[config.mk]
export PLATFORM = sky130hd
export DESIGN_NAME = wom_rewrite_top
export DESIGN_NICKNAME = d
export VERILOG_FILES = /design/src/rtl/wom_pkg.sv /design/src/rtl/wom_decoder.sv /design/src/rtl/wom_encoder.sv /design/src/rtl/wom_gen_tracker.sv /design/src/rtl/wom_rewrite_top.sv
export SDC_FILE = /design/constraint.sdc
export NUM_CORES = 1
export LEC_CHECK = 0
export BUFFER_PORTS_ARGS = -buffer_cell sky130_fd_sc_hd__clkbuf_2
export CAP_MARGIN = 20
export CELL_PAD_IN_SITES_DETAIL_PLACEMENT = 0
export CELL_PAD_IN_SITES_GLOBAL_PLACEMENT = 1
export CORE_MARGIN = 8
export CORE_UTILIZATION = 33
export CTS_BUF_LIST = sky130_fd_sc_hd__clkbuf_2 sky130_fd_sc_hd__clkbuf_4 sky130_fd_sc_hd__clkbuf_8
export DETAILED_ROUTE_END_ITERATION = 12
export GPL_ROUTABILITY_DRIVEN = 0
export GPL_TIMING_DRIVEN = 0
export PLACE_DENSITY = 0.68
export SYNTH_ARGS = -nofsm -noshare
export SYNTH_HDL_FRONTEND = slang
export SYNTH_SLANG_ARGS = --single-unit
[constraint.sdc]
create_clock -name clk -period 2.9 [get_ports clk]
set_input_delay 0.145 -clock clk [delete_from_list [all_inputs] [get_ports clk]]
set_output_delay 0.145 -clock clk [all_outputs]
set_load 0.01 [all_outputs]
[src/rtl/wom_pkg.sv]
package wom_pkg;

    localparam int DATA_W      = 2;
    localparam int CELL_W      = 3;
    localparam int GEN_W       = 2;
    localparam int MAX_GEN     = 2;
    localparam int NUM_VALUES  = 1 << DATA_W;
    localparam int SECOND_MIN  = (CELL_W + 1) / 2;

    typedef logic [CELL_W-1:0] cells_t;
    typedef logic [DATA_W-1:0] data_t;
    typedef logic [GEN_W-1:0]  gen_t;

    typedef enum logic [1:0] {
        ACT_HOLD    = 2'd0,
        ACT_PROGRAM = 2'd1,
        ACT_REFUSE  = 2'd2
    } wr_action_e;

    typedef struct packed {
        cells_t     next;
        wr_action_e act;
        logic       viol;
    } enc_result_t;

    // one-hot code for nonzero values, all-clear for zero
    function automatic cells_t first_code(input data_t d);
        cells_t c;
        c = '0;
        if (d != '0) c = cells_t'(1) << (int'(d) - 1);
        return c;
    endfunction

    function automatic cells_t second_code(input data_t d);
        return ~first_code(d);
    endfunction

    function automatic int unsigned weight(input cells_t c);
        int unsigned w;
        w = 0;
        for (int i = 0; i < CELL_W; i++) w += int'(c[i]);
        return w;
    endfunction

endpackage

[src/rtl/wom_decoder.sv]
module wom_decoder
    import wom_pkg::*;
(
    input  cells_t cells_i,
    output data_t  data_o,
    output logic   second_o,
    output logic   blank_o
);

    logic [NUM_VALUES-1:0] hit_first;
    logic [NUM_VALUES-1:0] hit_second;

    for (genvar g = 0; g < NUM_VALUES; g++) begin : g_book
        assign hit_first[g]  = (cells_i == first_code(data_t'(g)));
        assign hit_second[g] = (cells_i == second_code(data_t'(g)));
    end

    assign second_o = (weight(cells_i) >= SECOND_MIN);
    assign blank_o  = (cells_i == '0);

    always_comb begin
        data_o = '0;
        for (int k = 0; k < NUM_VALUES; k++) begin
            if (second_o ? hit_second[k] : hit_first[k]) data_o = data_t'(k);
        end
    end

endmodule

[src/rtl/wom_encoder.sv]
module wom_encoder
    import wom_pkg::*;
(
    input  cells_t      cur_i,
    input  data_t       cur_data_i,
    input  logic        cur_second_i,
    input  logic        cur_blank_i,
    input  data_t       new_data_i,
    output enc_result_t res_o
);

    cells_t candidate;
    logic   superset_ok;

    always_comb begin
        candidate = cur_blank_i ? first_code(new_data_i) : second_code(new_data_i);
    end

    assign superset_ok = ((candidate & cur_i) == cur_i);

    always_comb begin
        res_o.next = cur_i;
        res_o.act  = ACT_HOLD;
        res_o.viol = 1'b0;
        if (new_data_i == cur_data_i) begin
            res_o.act = ACT_HOLD;
        end else if (cur_second_i) begin
            res_o.act = ACT_REFUSE;
        end else if (!superset_ok) begin
            res_o.viol = 1'b1;
        end else begin
            res_o.next = candidate;
            res_o.act  = ACT_PROGRAM;
        end
    end

endmodule

[src/rtl/wom_gen_tracker.sv]
module wom_gen_tracker
    import wom_pkg::*;
(
    input  logic clk,
    input  logic rst,
    input  logic clear_i,
    input  logic step_i,
    output gen_t gen_o
);

    gen_t gen_q;

    always_ff @(posedge clk) begin
        if (rst || clear_i) begin
            gen_q <= '0;
        end else if (step_i && (gen_q != gen_t'(MAX_GEN))) begin
            gen_q <= gen_q + gen_t'(1);
        end
    end

    assign gen_o = gen_q;

    // the generation never passes its ceiling
    p_gen_cap_r3: assert property (@(posedge clk) disable iff (rst)
        gen_q <= gen_t'(MAX_GEN));

endmodule

[src/rtl/wom_rewrite_top.sv]
module wom_rewrite_top
    import wom_pkg::*;
(
    input  logic                clk,
    input  logic                rst,
    input  logic                erase_i,
    input  logic                wr_req_i,
    input  logic [DATA_W-1:0]   wr_data_i,
    output logic [CELL_W-1:0]   cells_o,
    output logic [DATA_W-1:0]   rd_data_o,
    output logic                wr_en_o,
    output logic                erase_req_o,
    output logic [GEN_W-1:0]    gen_o,
    output logic                err_o
);

    cells_t      cells_q;
    data_t       rd_data;
    logic        is_second;
    logic        is_blank;
    enc_result_t enc;
    logic        wr_en_q;
    logic        ereq_q;
    logic        err_q;
    logic        do_write;
    logic        do_program;
    gen_t        gen;

    wom_decoder u_dec (
        .cells_i  (cells_q),
        .data_o   (rd_data),
        .second_o (is_second),
        .blank_o  (is_blank)
    );

    wom_encoder u_enc (
        .cur_i        (cells_q),
        .cur_data_i   (rd_data),
        .cur_second_i (is_second),
        .cur_blank_i  (is_blank),
        .new_data_i   (wr_data_i),
        .res_o        (enc)
    );

    assign do_write   = wr_req_i && !erase_i;
    assign do_program = do_write && (enc.act == ACT_PROGRAM);

    wom_gen_tracker u_gen (
        .clk     (clk),
        .rst     (rst),
        .clear_i (erase_i),
        .step_i  (do_program),
        .gen_o   (gen)
    );

    always_ff @(posedge clk) begin
        if (rst || erase_i) begin
            cells_q <= '0;
            wr_en_q <= 1'b0;
            ereq_q  <= 1'b0;
        end else begin
            wr_en_q <= 1'b0;
            if (do_write) begin
                case (enc.act)
                    ACT_PROGRAM: begin
                        cells_q <= enc.next;
                        wr_en_q <= 1'b1;
                    end
                    ACT_REFUSE: ereq_q <= 1'b1;
                    default: ;
                endcase
            end
        end
    end

    always_ff @(posedge clk) begin
        if (rst) begin
            err_q <= 1'b0;
        end else if (do_write && enc.viol) begin
            err_q <= 1'b1;
        end
    end

    assign cells_o     = cells_q;
    assign rd_data_o   = rd_data;
    assign wr_en_o     = wr_en_q;
    assign erase_req_o = ereq_q;
    assign gen_o       = gen;
    assign err_o       = err_q;

    // cells only gain set bits unless an erase is applied
    p_monotone_r7: assert property (@(posedge clk) disable iff (rst)
        !erase_i |=> ((cells_q & $past(cells_q)) == $past(cells_q)));

    // erase clears everything in one cycle
    p_erase_r8: assert property (@(posedge clk) disable iff (rst)
        erase_i |=> (cells_q == '0 && gen == '0 && !ereq_q));

    // rewriting the stored value is a no-op
    p_same_r5: assert property (@(posedge clk) disable iff (rst)
        (do_write && wr_data_i == rd_data) |=> ($stable(cells_q) && !wr_en_q));

    // differing write on a second-generation state is refused
    p_refuse_r6: assert property (@(posedge clk) disable iff (rst)
        (do_write && is_second && wr_data_i != rd_data)
            |=> ($stable(cells_q) && ereq_q && !wr_en_q));

    // the counter and the cells agree on the blank state
    p_blank_gen_r2: assert property (@(posedge clk) disable iff (rst)
        (gen == '0) |-> (cells_q == '0));

    // after two steps the cells hold a heavy codeword
    p_heavy_gen_r3: assert property (@(posedge clk) disable iff (rst)
        (gen == gen_t'(MAX_GEN)) |-> (weight(cells_q) >= SECOND_MIN));

    // the superset check never trips for this codebook
    p_no_viol_r9: assert property (@(posedge clk) disable iff (rst)
        !err_q);

endmodule

Word level (Yosys, flattened, before mapping)
Cells that the tools add are included.

word-level totals
  flip-flop bits (word level) = 8
  bits in latches = 0
  RAM bits = 0
  ROM bits = 0
  output and inout port bits = 10
  word-level logic and storage cells = 53
  memories kept = 0

cells by class
  $add $sub $neg = 4
  multiply operators = 0
  divide/modulo/power cells = 0
  order comparisons = 1
  equal/unequal tests = 11
  shift-type cells = 1
  multiplexer cells = 15
  bitwise gates (word level) = 5
  reductions and logical operators = 11

operator list
  kind                                                                                   count
  32-bit by 2-bit greater-or-equal comparator with 1-bit output (second input constant)  1
  1-bit by 32-bit << shifter with 3-bit output (first input constant)                    1
  3-bit == test (second input constant)                                                  3
  1-bit two-way mux                                                                      9
  2-bit two-way mux                                                                      4
  3-bit by 2-bit == test with 1-bit output (second input constant)                       2
  3-bit two-way mux                                                                      2
  5-bit AND reduction                                                                    1
  1-bit logical AND                                                                      4
  2-bit by 1-bit adder with 3-bit output                                                 1
  3-bit AND                                                                              1
  3-bit by 1-bit == test with 1-bit output (second input constant)                       1
  3-bit == test                                                                          1
  3-bit logical NOT                                                                      1
  1-bit inverter                                                                         3
  3-bit inverter                                                                         1
  2-bit by 1-bit subtractor with 3-bit output (second input constant)                    1
  1-bit by 1-bit adder with 2-bit output                                                 1
  2-bit by 1-bit adder with 2-bit output (second input constant)                         1
  2-bit by 1-bit == test with 1-bit output (second input constant)                       1
  2-bit == test                                                                          1
  2-bit == test (second input constant)                                                  1
  2-bit inequality test (second input constant)                                          1
  2-bit AND reduction                                                                    1
  other kinds (4)                                                                        4

Longest topological paths before layout
Gate-level depths: netlist of the first run.

  depth after elaboration = 13
  depth in mapped cells = 7
  depth with buffers taken out = 7

Hierarchy
A second synthesis of the first run with hierarchy kept.

unflattened totals
  cell total of the unflattened synthesis = 79
  area total of the unflattened synthesis = 742.0 µm²

modules (own cells, without submodules)
  module           times used  cells each  area each (µm²)
  wom_rewrite_top  1           25          282.8
  wom_encoder      1           32          270.3
  wom_gen_tracker  1           9           105.1
  wom_decoder      1           13          83.8

Least setup slack after synthesis of the first run
OpenSTA, ideal clock, no wires.

  path type = register -> register
  start point = reg cells_q[2], in the netlist cells_o[2]
  end point = reg u_gen.gen_q[0], in the netlist u_gen.gen_o[0]
  arrival time = 2.200 ns
  slack = 0.576 ns
  cell stages (with the launch flop) = 8
  cell sequence = dfxtp_1 -> ha_1 -> o21a_1 -> o21ai_0 -> mux2i_1 -> nand4_1 -> nor3_2 -> mux2_1

between the ends
  cells in the longest elaborated chain, start to end = 11

ends and longest elaborated chain
  element                                                        line                   text
  from (decl)                                                    wom_rewrite_top.sv:17  cells_t cells_q;
  from (signal assigned)                                         wom_rewrite_top.sv:66  cells_q <= enc.next;
  2-bit by 1-bit adder with 3-bit output                         wom_pkg.sv:41          for (int i = 0; i < CELL_W; i++) w += int'(c[i]);
  32-bit by 2-bit greater-or-equal comparator with 1-bit output  wom_decoder.sv:18      assign second_o = (weight(cells_i) >= SECOND_MIN);
  1-bit two-way mux (2 in series)                                wom_decoder.sv:24      if (second_o ? hit_second[k] : hit_first[k]) data_o = data_t'(k);
  2-bit two-way mux                                              wom_decoder.sv:24
  2-bit two-way mux (*)                                          wom_decoder.sv:24
  named net rd_data_o[0]                                         wom_rewrite_top.sv:10  output logic [DATA_W-1:0] rd_data_o,
  2-bit == test (*)                                              wom_encoder.sv:25      if (new_data_i == cur_data_i) begin
  2-bit two-way mux (*)                                          wom_encoder.sv:25
  2-bit by 1-bit == test with 1-bit output (*)                   wom_rewrite_top.sv:46  assign do_program = do_write && (enc.act == ACT_PROGRAM);
  1-bit logical AND (*)                                          wom_rewrite_top.sv:46
  1-bit logical AND (*)                                          wom_gen_tracker.sv:16  end else if (step_i && (gen_q != gen_t'(MAX_GEN))) begin
  to (signal assigned)                                           wom_gen_tracker.sv:17  gen_q <= gen_q + gen_t'(1);
  to (decl)                                                      wom_gen_tracker.sv:11  gen_t gen_q;

The timed path passes the listed nets; every way through them passes the cells marked *.
A chain may end at the register's enable or synchronous reset.

Worst setup path after layout of the first run
  start point = reg cells_q[2], in the netlist cells_o[2]
  end point = reg u_gen.gen_q[0], in the netlist u_gen.gen_o[0]

between the ends
  cells in the longest elaborated chain, start to end = 11

ends and longest elaborated chain
  element                                                        line
  2-bit by 1-bit adder with 3-bit output                         wom_pkg.sv:41
  32-bit by 2-bit greater-or-equal comparator with 1-bit output  wom_decoder.sv:18
  1-bit two-way mux (2 in series)                                wom_decoder.sv:24
  2-bit two-way mux (2 in series)                                wom_decoder.sv:24
  2-bit == test                                                  wom_encoder.sv:25
  2-bit two-way mux (*)                                          wom_encoder.sv:25
  2-bit by 1-bit == test with 1-bit output (*)                   wom_rewrite_top.sv:46
  1-bit logical AND (*)                                          wom_rewrite_top.sv:46
  1-bit logical AND (*)                                          wom_gen_tracker.sv:16

Mark *: on every way between the ends. The rest lies on a longest branch, timed or not.

==> metrics.md, run 1 <==
| Metric | Value |
|---|---|
| Total power | `0.2362 mW` |
| DRC errors left | `0` |
| Syn Area/Cell | `8.123 um^2` |
| Worst min path class | `in2reg` |
| Grt ovf | `0` |
| Cell count along the critical path | `7` |
| Via count | `517` |
| Final WS setup | `0.3189 ns` |
| Worst Tran Pin Value | `0.4723 ns` |
| Final std cells w/o fill | `99` |
| Critical path launch point type | `register` |
| FF-to-FF setup slack | `0.32 ns` |
| Core area | `1506 um^2` |
| CP cell instances | `ha_1, o21a_1, o21ai_0, mux2i_1, nand4_1, nor3_2, mux2_1` |
| Power Density | `365.9 nW/um^2` |
| Top Metal Used | `met4` |
| Post-layout net count | `93` |
| Top cell type by total area after synthesis | `dfxtp_1` |
| Layout area overhead | `22.27%` |
| Hpwl dp | `939.6 um` |
| R2r worst-path depth | `7` |
| Critical path fanouts, max | `10` |
| Met2 WL | `545 um` |
| Die Span Y | `56 um` |
| Max-Cap Viols | `0` |
| Port Buffer Count | `15` |
| Post-Syn Instances | `65` |
| Die area | `3136 um^2` |
| Synth cell types | `28` |
| H-tree lvl count | `1` |
| Number of global-route vias before repair | `505` |
| Cts repair resizes | `0` |
| Critical Path Sink Type | `register` |
| VDD IR max | `0.1800 mV` |
| WP data required | `3.04 ns` |
| Met1 wire length | `587 um` |
| Router iterations before antenna repair | `2` |
| Detailed Route WL | `1197 um` |
| CP startpoint | `cells_o[2]` |
| R2R Path End | `u_gen.gen_o[0]` |
| Fmax | `387.4 MHz` |
| Clk buf depth | `2` |
| First-pass GRT wire length | `2125 um` |
| Pins over their slew limit | `0` |
| Sequential-to-total area share from yosys stat | `30.33%` |
| Total CTS buffers | `3` |
| Yosys reg bits | `8` |
| CP top delay family | `multiplexers` |
| Cell Area, Synth | `528.0 um^2` |
| I/O pins | `16` |
| Clk sinks | `8` |
| Hold buffers post-CTS | `0` |
| Skew-Pair Late Insertion Delay | `0.26 ns` |
| WL/cell | `12.09 um` |
| CTS tree | `yes` |
| Crit path buffers/inverters | `0` |
| Layout cells sized above 1 | `27.71%` |
| Worst hold slack | `0.05332 ns` |
| Critical setup path kind | `reg2reg` |
| Fin area | `645.6 um^2` |
| First-iteration detailed-routing DRC count | `4` |
| Postcts setup bufs | `0` |
| Endpoints failing hold | `0` |
| Initial antenna violation count | `0` |
| Period Utilization, post-route | `89.00%` |
| Detail Route Antenna Nets | `0` |
| Worst Hold Depth | `2` |
| Area contributors post-synth | `dfxtp_1 (30%), o21ai_0 (5.7%), a21oi_1 (4.7%)` |
| Setup TNS | `0 ns` |
| RSZ-0062 raised after global routing | `false` |
| R2r startpoint | `cells_o[2]` |
| Critical path arrival | `2.72 ns` |
| Status | `completed` |
| Post-Syn Nets | `73` |
| Largest net degree at the start of global routing | `11` |
| CTS root buf | `clkbuf_4` |
| Routed wire length on met3 | `49 um` |
| Yosys Warn Count | `0` |
| Crit-path max cell delay | `0.51 ns` |
| Slowest stage cell, crit path | `dfxtp_1` |
| DR vias/cell | `5.222` |
| Rows | `14` |
| Util after Layout | `42.86%` |
| Yosys top cell area share | `30.33%` |
| Final number of setup-violating endpoints | `0` |
| Setup skew after layout | `0.005296 ns` |
| Worst slack at placement | `0.3327 ns` |
| Width of the die | `56 um` |
| Aggregate global-route resource usage | `8.133%` |
| Leakage power | `0.2729 nW` |
| Initial cell density of the core | `35.05%` |
| Worst setup path endpoint | `u_gen.gen_o[0]` |
| Period minus WS final | `2.581 ns` |
| Placed Area | `623.1 um^2` |
| Cell count after placement | `96` |
| Worst-path clk slew | `0.06 ns` |
| Max-slew headroom | `68.27%` |
| Number of diodes | `0` |
==> cell usage after synthesis <==
library cell  instances
o21a_1                1
nor3_2                1
mux2_1                1
buf_1                 1
a211oi_1              1
nor3_1                4
mux2i_1               1
or2_2                 1
nor3b_1               2
a31oi_1               2
dfxtp_1               8
inv_1                 3
xor2_2                1
a21oi_1               5
nand2_1               3
xor2_1                2
ha_1                  2
mux2i_2               1
and4_2                1
nor2b_1               3
xnor2_1               2
a22oi_1               1
and2b_1               1
o21ai_0               6
nand4_1               1
nand3_1               3
a22o_1                1
nor2_1                6
==> final cells by class <==
class,count,area [um^2]
timing repair buffer,15,75.07
fill,164,860.8
sequential,8,160.2
clock buffer,3,22.52
multi-input combinational,53,352.8
tap,16,20.02
buffer,1,3.754
inverter,3,11.26
==> where the power goes <==
part / switching, mW / leakage (nW) / internal, mW
Sequential: 0.00222 / 0.0647 / 0.112
Combinational: 0.0204 / 0.194 / 0.0161
Clock: 0.0382 / 0.0138 / 0.0474
==> worst min-delay path by stage <==
stage,from,endpoint,slack (ns)
floorplan,rst,err_o,0.22
global placement,rst,err_o,0.32
detailed placement,rst,err_o,0.32
CTS,rst,err_o,0.05
global route,rst,err_o,0.06
finish,rst,err_o,0.05
==> registers in the layout, summed over array words and instances, names as in the netlist <==
name	count
err_o	1
wr_en_o	1
cells_o	3
u_gen.gen_o	2
erase_req_o	1
==> metal layers <==
metal | global-route usage [%] | up-vias
met5 | 0 | -
met4 | 4.124 | 0
met3 | 3.425 | 2
met2 | 13.15 | 10
met1 | 8.790 | 232
li1 | - | 273
==> cell usage in the layout, fill, tap and decap left out, types with 2 or more instances in the layout <==
cell | synthesis | layout
clkbuf_4 | 0 | 3
clkbuf_2 | 0 | 15
a31oi_1 | 2 | 2
nor2_1 | 6 | 6
nor3b_1 | 2 | 2
nand3_1 | 3 | 3
nand2_1 | 3 | 3
nor2b_1 | 3 | 3
dfxtp_1 | 8 | 8
o21ai_0 | 6 | 6
xnor2_1 | 2 | 2
a21oi_1 | 5 | 5
inv_1 | 3 | 3
xor2_1 | 2 | 2
ha_1 | 2 | 2
nor3_1 | 4 | 4
==> cells by family (layout without fill, tap and decap cells) <==
| family | Yosys count | count (layout) | share of synthesized area, % |
|---|---|---|---|
| simple gates | 26 | 26 | 27.01 |
| compound gates | 17 | 17 | 18.72 |
| flops | 8 | 8 | 30.33 |
| xor+xnor | 5 | 5 | 9.718 |
| buf+inv | 4 | 22 | 2.843 |
| mux | 3 | 3 | 6.634 |
| fa+ha+maj | 2 | 2 | 4.739 |
(Power assumes the default switching activity.)
==> run 2, diff against run 1 <==
CELL_PAD_IN_SITES_DETAIL_PLACEMENT = not set   (was 0)
CELL_PAD_IN_SITES_GLOBAL_PLACEMENT = not set   (was 1)
PLACE_DENSITY = 0.51   (was 0.68)
==> metrics.md, run 2 (synthesis results as in run 1) <==
| Metric | Value |
|---|---|
| Critical Path Sink Type | `register (unchanged)` |
| CTS root buf | `clkbuf_4 (unchanged)` |
| Layout cells sized above 1 | `27.71% (unchanged)` |
| Worst min path class | `in2reg (unchanged)` |
| Cts repair resizes | `0 (unchanged)` |
| Core area | `1506 um^2 (unchanged)` |
| Critical setup path kind | `reg2reg (unchanged)` |
| Crit path buffers/inverters | `0 (unchanged)` |
| Width of the die | `56 um (unchanged)` |
| Hold buffers post-CTS | `0 (unchanged)` |
| Period minus WS final | `2.572 ns (was 2.581 ns)` |
| CTS tree | `yes (unchanged)` |
| Slowest stage cell, crit path | `dfxtp_1 (unchanged)` |
| Setup TNS | `0 ns (unchanged)` |
| CP cell instances | `ha_1, o21a_1, o21ai_0, mux2i_1, nand4_1, nor3_2, mux2_1 (unchanged)` |
| Router iterations before antenna repair | `4 (was 2)` |
| Initial cell density of the core | `35.05% (unchanged)` |
| Final WS setup | `0.3282 ns (was 0.3189 ns)` |
| Via count | `501 (was 517)` |
| WL/cell | `12.33 um (was 12.09 um)` |
| Endpoints failing hold | `0 (unchanged)` |
| Worst-path clk slew | `0.05 ns (was 0.06 ns)` |
| Setup skew after layout | `0.003610 ns (was 0.005296 ns)` |
| Grt ovf | `0 (unchanged)` |
| Most common cell after layout, fill and taps aside | `clkbuf_2 (unchanged)` |
| Clk buf depth | `2 (unchanged)` |
| Die Span Y | `56 um (unchanged)` |
| Placed Area | `623.1 um^2 (unchanged)` |
| Largest net degree at the start of global routing | `11 (unchanged)` |
| Commonest cells after routing, fill and taps aside | `clkbuf_2 (15), dfxtp_1 (8), o21ai_0 (6), nor2_1 (6), a21oi_1 (5) (unchanged)` |
| Max-Cap Viols | `0 (unchanged)` |
| VDD IR max | `0.2030 mV (was 0.1800 mV)` |
| First-pass GRT wire length | `2028 um (was 2125 um)` |
| Crit-path max cell delay | `0.49 ns (was 0.51 ns)` |
| Final number of setup-violating endpoints | `0 (unchanged)` |
| Util after Layout | `42.86% (unchanged)` |
| Postcts setup bufs | `0 (unchanged)` |
| Leakage power | `0.2729 nW (unchanged)` |
| Power Density | `364.1 nW/um^2 (was 365.9 nW/um^2)` |
| Post-layout net count | `93 (unchanged)` |
| Fin area | `645.6 um^2 (unchanged)` |
| Hpwl dp | `961.6 um (was 939.6 um)` |
| DR vias/cell | `5.061 (was 5.222)` |
| Port Buffer Count | `15 (unchanged)` |
| RSZ-0062 raised after global routing | `false (unchanged)` |
| CP top delay family | `multiplexers (unchanged)` |
| H-tree lvl count | `1 (unchanged)` |
| Status | `completed (unchanged)` |
| Rows | `14 (unchanged)` |
| Aggregate global-route resource usage | `7.713% (was 8.133%)` |
| Skew-Pair Late Insertion Delay | `0.25 ns (was 0.26 ns)` |
| Worst Tran Pin Value | `0.5090 ns (was 0.4723 ns)` |
| WP data required | `3.04 ns (about the same)` |
| Number of diodes | `0 (unchanged)` |
| Max-slew headroom | `65.81% (was 68.27%)` |
| Die area | `3136 um^2 (unchanged)` |
| DRC errors left | `0 (unchanged)` |
| Detail Route Antenna Nets | `0 (unchanged)` |
| Pins over their slew limit | `0 (unchanged)` |
| Critical path fanouts, max | `8 (was 10)` |
| Initial antenna violation count | `0 (unchanged)` |
| Critical path launch point type | `register (unchanged)` |
| Fmax | `388.8 MHz (was 387.4 MHz)` |
| I/O pins | `16 (unchanged)` |
| Worst slack at placement | `0.3438 ns (was 0.3327 ns)` |
| Detailed Route WL | `1221 um (was 1197 um)` |
| Period Utilization, post-route | `88.68% (was 89.00%)` |
| Critical path arrival | `2.71 ns (was 2.72 ns)` |
| Clk sinks | `8 (unchanged)` |
| Total CTS buffers | `3 (unchanged)` |
| Number of global-route vias before repair | `468 (was 505)` |
| Layout area overhead | `22.27% (unchanged)` |
| First-iteration detailed-routing DRC count | `4 (unchanged)` |
| Max reg flops | `3 (unchanged)` |
-- run 2: final cells by class --
| type | instances | area, um^2 |
|---|---|---|
| well taps | 16 | 20.02 |
| plain buffers | 1 | 3.754 |
| fillers | 167 | 860.8 |
| repair buffers | 15 | 75.07 |
| multi-input cells | 53 | 352.8 |
| flip-flops and latches | 8 | 160.2 |
| inverters | 3 | 11.26 |
| clock buffers | 3 | 22.52 |
-- run 2: metrics by stage --
| stage | instances | hold slack [ns] | power, mW |
|---|---|---|---|
| 6_report | 99 | 0.05525 | 0.2351 |
| 5_1_grt | 99 | 0.05580 | 0.2467 |
| 4_1_cts | 99 | 0.05379 | 0.2380 |
| 3_5_place_dp | 96 | 0.3234 | 0.1538 |
| 3_3_place_gp | 96 | 0.3203 | 0.1534 |
| 2_1_floorplan | 65 | 0.2174 | 0.1408 |
-- run 2: path summary, 6_finish.rpt --
check,start,endpoint,slack [ns],cells past startpoint
worst min-delay path,rst,err_o,0.06,2
worst max register to register,cells_o[0],u_gen.gen_o[0],0.33,7
worst max-delay path,cells_o[0],u_gen.gen_o[0],0.33,7
worst min register to register,erase_req_o,erase_req_o,0.47,2
-- run 2: layer usage --
layer	vias up	wire [um]	GRT usage, %
met5	-	0	0
met4	0	4	2.062
met3	2	67	4.566
met2	10	547	11.09
met1	217	602	9.391
li1	272	-	-
-- run 2: where the power goes --
group	leakage [nW]	internal [mW]	switching (mW)	total, mW
registers	0.0647	0.112	0.00226	0.114
clock network	0.0138	0.0473	0.0364	0.0837
logic	0.194	0.0161	0.0209	0.0371
